File: config.mk
export PLATFORM = sky130hd
export DESIGN_NAME = uart_stat_irq
export DESIGN_NICKNAME = d
export VERILOG_FILES = /design/src/rtl/uart_sic_pkg.sv /design/src/rtl/sic_ctrl.sv /design/src/rtl/sic_data.sv /design/src/rtl/uart_stat_irq.sv
export SDC_FILE = /design/constraint.sdc
export NUM_CORES = 1
export LEC_CHECK = 0
export ABC_AREA = 1
export BUFFER_PORTS_ARGS = -buffer_cell sky130_fd_sc_hd__buf_4
export CORE_ASPECT_RATIO = 0.8
export CORE_MARGIN = 8
export CORE_UTILIZATION = 40
export DETAILED_ROUTE_END_ITERATION = 8
export GPL_TIMING_DRIVEN = 0
export PLACE_DENSITY = 0.82
export SETUP_SLACK_MARGIN = 0.5
export SLEW_MARGIN = 25
export SYNTH_ARGS = -nofsm -noshare
export SYNTH_HDL_FRONTEND = slang
export SYNTH_SLANG_ARGS = --single-unit
File: constraint.sdc
create_clock -name clk -period 1.17 [get_ports clk]
set_input_delay 0.117 -clock clk [delete_from_list [all_inputs] [get_ports clk]]
set_output_delay 0.117 -clock clk [all_outputs]
set_load 0.005 [all_outputs]
File: src/rtl/uart_sic_pkg.sv
package uart_sic_pkg;

  localparam int NUM_ERR = 3;  // 0 parity, 1 framing, 2 overrun
  localparam int NUM_SRC = 3;  // 0 transmit, 1 receive, 2 error

  localparam int REG_CTRL = 0;
  localparam int REG_STAT = 1;
  localparam int REG_CMD  = 2;
  localparam int REG_IEN  = 3;
  localparam int REG_CAP  = 4;

  localparam int ERR_STAT_POS [NUM_ERR] = '{16, 17, 19};
  localparam int ERR_DET_POS  [NUM_ERR] = '{19, 17, 20};
  localparam int ERR_CLR_POS  [NUM_ERR] = '{2, 3, 5};
  localparam int CMD_RXEN_CLR = 0;
  localparam int CMD_RXEN_SET = 1;
  localparam int STAT_RXEN    = 0;
  localparam int IEN_W        = 4;
  localparam int IEN_TXBUF    = 3;

  typedef struct packed {
    logic               ctrlLoad;
    logic               ienLoad;
    logic               rxEnSet;
    logic               rxEnClr;
    logic [NUM_ERR-1:0] errClr;
    logic [NUM_SRC-1:0] capClr;
  } strobe_t;

endpackage

File: src/rtl/sic_ctrl.sv
module sic_ctrl
  import uart_sic_pkg::*;
#(
  parameter int DATA_W = 32,
  parameter int ADDR_W = 3
) (
  input  logic              clk,
  input  logic              rst_n,
  input  logic              wrEn,
  input  logic [ADDR_W-1:0] wrAddr,
  input  logic [DATA_W-1:0] wrData,
  output strobe_t           stb
);

  logic selCtrl, selCmd, selIen, selCap;

  always_comb begin
    selCtrl = wrEn && (wrAddr == ADDR_W'(REG_CTRL));
    selCmd  = wrEn && (wrAddr == ADDR_W'(REG_CMD));
    selIen  = wrEn && (wrAddr == ADDR_W'(REG_IEN));
    selCap  = wrEn && (wrAddr == ADDR_W'(REG_CAP));
  end

  always_comb begin
    stb.ctrlLoad = selCtrl;
    stb.ienLoad  = selIen;
    stb.rxEnSet  = selCmd && wrData[CMD_RXEN_SET];
    stb.rxEnClr  = selCmd && wrData[CMD_RXEN_CLR];
  end

  for (genvar i = 0; i < NUM_ERR; i++) begin : g_errClr
    assign stb.errClr[i] = selCmd && wrData[ERR_CLR_POS[i]];
  end

  for (genvar i = 0; i < NUM_SRC; i++) begin : g_capClr
    assign stb.capClr[i] = selCap && wrData[i];
  end

  // without a write strobe, no state-changing strobe is issued
  p_idle_quiet_r6: assert property (@(posedge clk) disable iff (!rst_n)
    !wrEn |-> (stb == '0));

  // a command write never loads a read/write register
  p_cmd_no_load_r6: assert property (@(posedge clk) disable iff (!rst_n)
    (wrEn && wrAddr == ADDR_W'(REG_CMD)) |-> !(stb.ctrlLoad || stb.ienLoad || |stb.capClr));

endmodule

File: src/rtl/sic_data.sv
module sic_data
  import uart_sic_pkg::*;
#(
  parameter int DATA_W = 32,
  parameter int ADDR_W = 3
) (
  input  logic               clk,
  input  logic               rst_n,
  input  strobe_t            stb,
  input  logic [DATA_W-1:0]  wrData,
  input  logic [ADDR_W-1:0]  rdAddr,
  output logic [DATA_W-1:0]  rdData,
  input  logic [NUM_ERR-1:0] errPulse,
  input  logic               txReq,
  input  logic               rxReq,
  input  logic               txBufReq,
  output logic               rxEnable,
  output logic [NUM_SRC-1:0] irqSrc,
  output logic               irqTxBuf
);

  logic [NUM_ERR-1:0] detEn, errFlag, errHit;
  logic [NUM_SRC-1:0] cap, capSet;
  logic [IEN_W-1:0]   ien;
  logic               rxEnR;

  assign errHit = errPulse & detEn;
  assign capSet = {|errHit, rxReq, txReq};

  for (genvar i = 0; i < NUM_ERR; i++) begin : g_err
    always_ff @(posedge clk or negedge rst_n) begin
      if (!rst_n)                detEn[i] <= 1'b0;
      else if (stb.ctrlLoad)     detEn[i] <= wrData[ERR_DET_POS[i]];
    end

    always_ff @(posedge clk or negedge rst_n) begin
      if (!rst_n)                errFlag[i] <= 1'b0;
      else if (errHit[i])        errFlag[i] <= 1'b1;
      else if (stb.errClr[i])    errFlag[i] <= 1'b0;
    end

    // a set flag holds until its clear strobe
    p_flag_sticky_r3: assert property (@(posedge clk) disable iff (!rst_n)
      (errFlag[i] && !stb.errClr[i]) |=> errFlag[i]);
    // an enabled pulse always leaves the flag set, clear or not
    p_set_wins_r4: assert property (@(posedge clk) disable iff (!rst_n)
      (errPulse[i] && detEn[i]) |=> errFlag[i]);
    // with detection off, a clear flag stays clear
    p_gate_r2: assert property (@(posedge clk) disable iff (!rst_n)
      (!detEn[i] && !errFlag[i]) |=> !errFlag[i]);
  end

  for (genvar i = 0; i < NUM_SRC; i++) begin : g_cap
    always_ff @(posedge clk or negedge rst_n) begin
      if (!rst_n)                cap[i] <= 1'b0;
      else if (capSet[i])        cap[i] <= 1'b1;
      else if (stb.capClr[i])    cap[i] <= 1'b0;
    end

    assign irqSrc[i] = cap[i] & ien[i];

    // a captured bit stays latched until written with one
    p_cap_latched_r7: assert property (@(posedge clk) disable iff (!rst_n)
      (cap[i] && !stb.capClr[i]) |=> cap[i]);
  end

  always_ff @(posedge clk or negedge rst_n) begin
    if (!rst_n)            ien <= '0;
    else if (stb.ienLoad)  ien <= wrData[IEN_W-1:0];
  end

  always_ff @(posedge clk or negedge rst_n) begin
    if (!rst_n)            rxEnR <= 1'b0;
    else if (stb.rxEnSet)  rxEnR <= 1'b1;
    else if (stb.rxEnClr)  rxEnR <= 1'b0;
  end

  assign rxEnable = rxEnR;
  assign irqTxBuf = ien[IEN_TXBUF] & txBufReq;

  // a set command always leaves the receiver enabled
  p_rxen_set_r5: assert property (@(posedge clk) disable iff (!rst_n)
    stb.rxEnSet |=> rxEnable);

  always_comb begin
    rdData = '0;
    case (rdAddr)
      ADDR_W'(REG_CTRL): for (int i = 0; i < NUM_ERR; i++) rdData[ERR_DET_POS[i]] = detEn[i];
      ADDR_W'(REG_STAT): begin
        rdData[STAT_RXEN] = rxEnR;
        for (int i = 0; i < NUM_ERR; i++) rdData[ERR_STAT_POS[i]] = errFlag[i];
      end
      ADDR_W'(REG_IEN):  rdData[IEN_W-1:0] = ien;
      ADDR_W'(REG_CAP):  rdData[NUM_SRC-1:0] = cap;
      default:           rdData = '0;
    endcase
  end

endmodule

File: src/rtl/uart_stat_irq.sv
module uart_stat_irq
  import uart_sic_pkg::*;
#(
  parameter int DATA_W = 32,
  parameter int ADDR_W = 3
) (
  input  logic              clk,
  input  logic              rst_n,
  input  logic              wrEn,
  input  logic [ADDR_W-1:0] wrAddr,
  input  logic [DATA_W-1:0] wrData,
  input  logic [ADDR_W-1:0] rdAddr,
  output logic [DATA_W-1:0] rdData,
  input  logic              parityErrPulse,
  input  logic              frameErrPulse,
  input  logic              overrunPulse,
  input  logic              txReq,
  input  logic              rxReq,
  input  logic              txBufReq,
  output logic              rxEnable,
  output logic              irqTx,
  output logic              irqRx,
  output logic              irqErr,
  output logic              irqTxBuf
);

  strobe_t            stb;
  logic [NUM_SRC-1:0] irqSrc;

  sic_ctrl #(.DATA_W(DATA_W), .ADDR_W(ADDR_W)) u_ctrl (
    .clk    (clk),
    .rst_n  (rst_n),
    .wrEn   (wrEn),
    .wrAddr (wrAddr),
    .wrData (wrData),
    .stb    (stb)
  );

  sic_data #(.DATA_W(DATA_W), .ADDR_W(ADDR_W)) u_data (
    .clk      (clk),
    .rst_n    (rst_n),
    .stb      (stb),
    .wrData   (wrData),
    .rdAddr   (rdAddr),
    .rdData   (rdData),
    .errPulse ({overrunPulse, frameErrPulse, parityErrPulse}),
    .txReq    (txReq),
    .rxReq    (rxReq),
    .txBufReq (txBufReq),
    .rxEnable (rxEnable),
    .irqSrc   (irqSrc),
    .irqTxBuf (irqTxBuf)
  );

  assign irqTx  = irqSrc[0];
  assign irqRx  = irqSrc[1];
  assign irqErr = irqSrc[2];

endmodule

======== Word-level counts from Yosys, hierarchy flattened ========
Index checks and enable logic that the tools add are counted.
W data, S select, Z words.
operators by class
  $add $sub $neg .......................... 0
  $mul .................................... 0
  divide/modulo/power cells ............... 0
  magnitude comparators ................... 0
  equality and inequality tests ........... 6
  shift-type cells ........................ 0
  multiplexer cells ....................... 21
  bitwise operators ....................... 5
  reduce and logical (&&, ||, !) cells .... 22
operators by type and width
  cell                  count
  $mux W1               17
  $reduce_bool A2 Y1    7
  $logic_and A1 B1 Y1   12
  $eq A3 B2 Y1 const B  3
  $eq A3 B3 Y1 const B  2
  $logic_not A3 Y1      2
  $and A1 B1 Y1         4
  $pmux W1 S2           2
  $pmux W2 S2           1
  $and A3 B3 Y3         1
  $eq A3 B1 Y1 const B  1
  $pmux W1 S3           1
  $reduce_or A3 Y1      1
storage, ports and cells
  flip-flop bits (word level) ............. 14
  latch bits .............................. 0
  bits in writable memories ............... 0
  ROM bits ................................ 0
  input port bits ......................... 47
  output and inout port bits .............. 37
  memories kept ........................... 0

======== Logic depth before layout (Yosys ltp) ========
  word-level depth ........................ 5
  gate-level depth with buffers ........... 6

======== By module ========
From an unflattened synthesis, not the netlist that was laid out.
second synthesis, totals
  cells, all modules ...................... 137
  area total of the unflattened synthesis .. 965.9 um2
modules (own cells, without submodules)
  module    instances  cells each  area each (um2)  sequential area each (um2)
  sic_data  1          108         843.3            350.3
  sic_ctrl  1          29          122.6            0.0

======== Worst setup path before layout ========
No wires, ideal clock.
  path kind ............................... reg-to-reg
  start point ............................. reg u_data.detEn[0]
  end point ............................... reg u_data.cap[2]
  library setup time ...................... 0.117 ns
  arrival ................................. 0.611 ns
  setup slack ............................. 0.443 ns
  cell stages (with the launch flop) ...... 4
  buffers on the path ..................... 0
  cell sequence ........................... dfrtp_1 > nand2_1 > and3_1 > nand2_1
on the way
  cells in the longest elaborated chain, start to end .. 3
ends and longest elaborated chain
  element                                               line            source
  from (decl)                                           sic_data.sv:22  logic [NUM_ERR-1:0] detEn, errFlag, errHit;
  from (signal, indexed assignment)                     sic_data.sv:33  else if (stb.ctrlLoad) detEn[i] <= wrData[ERR_DET_POS[i]];
  $and A3 B3 Y3 (*)                                     sic_data.sv:27  assign errHit = errPulse & detEn;
  $reduce_or A3 Y1 (*)                                  sic_data.sv:28  assign capSet = {|errHit, rxReq, txReq};
  $mux W1 / $reduce_bool A2 Y1 (equally long branches)  n/a
  to (signal, indexed assignment)                       sic_data.sv:55  if (!rst_n) cap[i] <= 1'b0;
  to (signal, indexed assignment)                       sic_data.sv:56  else if (capSet[i]) cap[i] <= 1'b1;
  to (signal, indexed assignment)                       sic_data.sv:57  else if (stb.capClr[i]) cap[i] <= 1'b0;
  to (decl)                                             sic_data.sv:23  logic [NUM_SRC-1:0] cap, capSet;
Mark *: on every way between the ends. The rest lies on a longest branch, timed or not.
A chain may end at the register's enable or synchronous reset.

======== Final worst setup path ========
  start point ............................. reg u_data.cap[0]
  end point ............................... out rdData[0]
on the way
  cells in the longest elaborated chain, start to end .. 1
ends and longest elaborated chain
  element      line                 source
  $pmux W1 S3  sic_data.sv:87       case (rdAddr)
  to (decl)    uart_stat_irq.sv:13  output logic [DATA_W-1:0] rdData,
Every way passes these cells.

==> results.md <==
* Period utilisation layout at 0.958
* CTS Root Cell: clkbuf_4
* Ports at 84
* Initial core utilization at 0.404
* CP peak stage delay at 0.42 ns
* Worst Path Required at 1.05 ns
* Crit path cell chain: nand3_1, nand3_1, buf_4
* Most common cell in the netlist: nand2_1
* Achievable Freq at 892 MHz
* WP data arrival at 1.00 ns
* Layout cells sized above 1 at 0.490
* Syn avg cell area at 7.23 µm²
* H-tree depth at 1
* Fraction of registers with async set/reset at 1.00
* Clock tree buffer depth at 2
* Die area at 0.00422 mm²
* Detailed-route via count at 991
* Vias/cell at 4.22
* Slowest CP cell: dfrtp_1
* Detailed-route wire length at 2.73 mm
* Ranking of synthesized cells by area: dfrtp_1 (37%), buf_4 (19%), nand2_1 (18%)
* WS Path Type: reg2out
* First-pass detailed-route iteration total at 4
* Worst Setup End Kind: output pin
* Synth Instances at 132
* Initial antenna violation count at 0
* Power Dens Cells at 995 mW/mm²
* Port Buffers at 35
* Final setup TNS at 0 ns
* Gpl congestion at 0.795
* Final setup viols at 0
* Post-synth top cells: nand2_1 (45), buf_4 (24), nand3_1 (17)
* DR WL/cell at 11.6 µm
* Total GRT Usage at 0.123
* Die width at 70.6 µm
* Share of the synthesized area in the top cell type at 0.367
* Top cell by count, worst path: nand3_1
* Synth warn at 0
* Peak VDD IR at 0.766 mV
* Area grow syn2layout at 70.4%
* Crit-path leading delay family: flip-flops
* Drc violations at 0
* Core Box Area at 0.00236 mm²
* Final Critical Period at 1.12 ns
* Outcome: finished, final reports clean
* Vias in the first global route at 902
* Post-synth top area cell: dfrtp_1
* Max cap viols at 0
* Hpwl dp at 2.02 mm
* Hold crit path type: in2reg
* Largest net degree at the start of global routing at 15
* Final ANT Viol Nets at 0
* Pleak at 0.000918 µW
* Final nets at 256
* Final hold vios at 0
* Post-synthesis register bit count at 14
* RSZ-0062 raised after global routing: true
* Clock Skew at 0.00206 ns
* Worst-path clk slew at 0.09 ns
* Post-synth EDFFs at 0
* Top_reg_cell synth: dfrtp_1
* Unique masters post-synth at 16
* CP Max Fanout at 3
* Sequential area share after synthesis at 0.367
* Total global routing overflow at 0
* Clock Sink Count at 14
* Num CTS Buffers at 3
* CTS tree: yes
* Initial DRC Count at 59
* DIE HEIGHT at 59.7 µm
* Antenna Cells at 0
* Post-place setup slack at 0.237 ns
* First-pass GRT wire length at 4.09 mm
* Final worst slack at 0.0486 ns
* Post-Synthesis Cell Area at 955 µm²
* Slew Limit Fails at 0
* Row count at 16
* Startpoint Class: flip-flop
* Sum of buffers and inverters on the critical path at 1
* Worst-skew pair later-pin latency at 0.28 ns
[power breakdown]
group	internal (µW)	leakage [µW]	switching, µW
registers	559	0.000156	66.5
logic	380	0.000741	260
clock network	190	0.0000210	164
[state kept, by name, summed over array words and instances (netlist names)]
signal and flops:
u_data.rxEnable 1, u_data.ien 4, u_data.errFlag 3, u_data.detEn 3
u_data.cap 3
[layout make-up]
class | count | area (µm²)
plain buffers | 25 | 191
clock buffers | 4 | 36.3
fillers | 210 | 736
inverters | 13 | 60.1
multi-input cells | 103 | 520
flip-flops and latches | 14 | 350
well taps | 27 | 33.8
repair buffers | 49 | 434
[kinds of logic (layout without fill, tap and decap cells)]
| kind of cell | after synthesis | after routing | share of synthesized area |
|---|---|---|---|
| and+or+nand+nor | 77 | 77 | 0.367 |
| buffers and inverters | 38 | 91 | 0.252 |
| DFF | 14 | 14 | 0.367 |
| AOI/OAI and AO/OA | 2 | 2 | 0.0105 |
| other | 1 | 24 | 0.00393 |
[worst min-delay path, delay by kind of cell]
| kind | cells | cell delay [ns] |
|---|---|---|
| and+or+nand+nor | 1 | 0.05 |
| buffers and inverters | 2 | 0.10 |
[timing repair]
action	CTS	global route
buffers inserted	8	5
pin swaps	13	16
gates resized for setup	8	27
hold endpoints to repair	14	0
endpoints found under the setup margin	14	23
hold buffers	1	0
[final timing paths]
check                                  start                 to  slack [ns]  cells past startpoint
hold reg to reg            u_data.errFlag[1]  u_data.errFlag[1]        0.51                      2
min in group asynchronous              rst_n      u_data.ien[1]        0.20                      2
setup reg to reg             u_data.detEn[2]      u_data.cap[2]        0.16                      5
max in group asynchronous              rst_n  u_data.errFlag[2]        0.80                      2
setup / recovery               u_data.cap[0]          rdData[0]        0.05                      3
hold / removal                         rxReq      u_data.cap[1]       0.005                      3
[layout by cell type, fill, tap and decap left out, types with 5 or more instances in the layout]
cell	count
nand2_2	9
buf_4	55
inv_1	8
nand2_1	34
nand3_1	15
buf_6	18
dfrtp_1	14
nand4_1	5
conb_1	24
[metrics by stage]
| stage | cells | hold slack, ns | util | power (µW) | area, µm² |
|---|---|---|---|---|---|
| 3_3_place_gp | 217 | -0.0272 | 0.578 | 1040 | 1370 |
| 5_1_grt | 235 | 0.000922 | 0.689 | 1720 | 1630 |
| 4_1_cts | 230 | 0.00499 | 0.636 | 1480 | 1500 |
| 3_5_place_dp | 217 | -0.0261 | 0.578 | 1050 | 1370 |
| 2_1_floorplan | 155 | -0.179 | - | 840 | 1070 |
| 6_report | 235 | 0.00477 | 0.689 | 1620 | 1630 |
[metal layers]
layer  vias up  wire length [µm]  track usage
li1        519                 -            -
met1       425              1150        0.144
met2        42              1290        0.193
met3         5               243       0.0486
met4         0                46       0.0619
met5         -                 0            0
No activity file was read; power rests on OpenSTA's default activity.
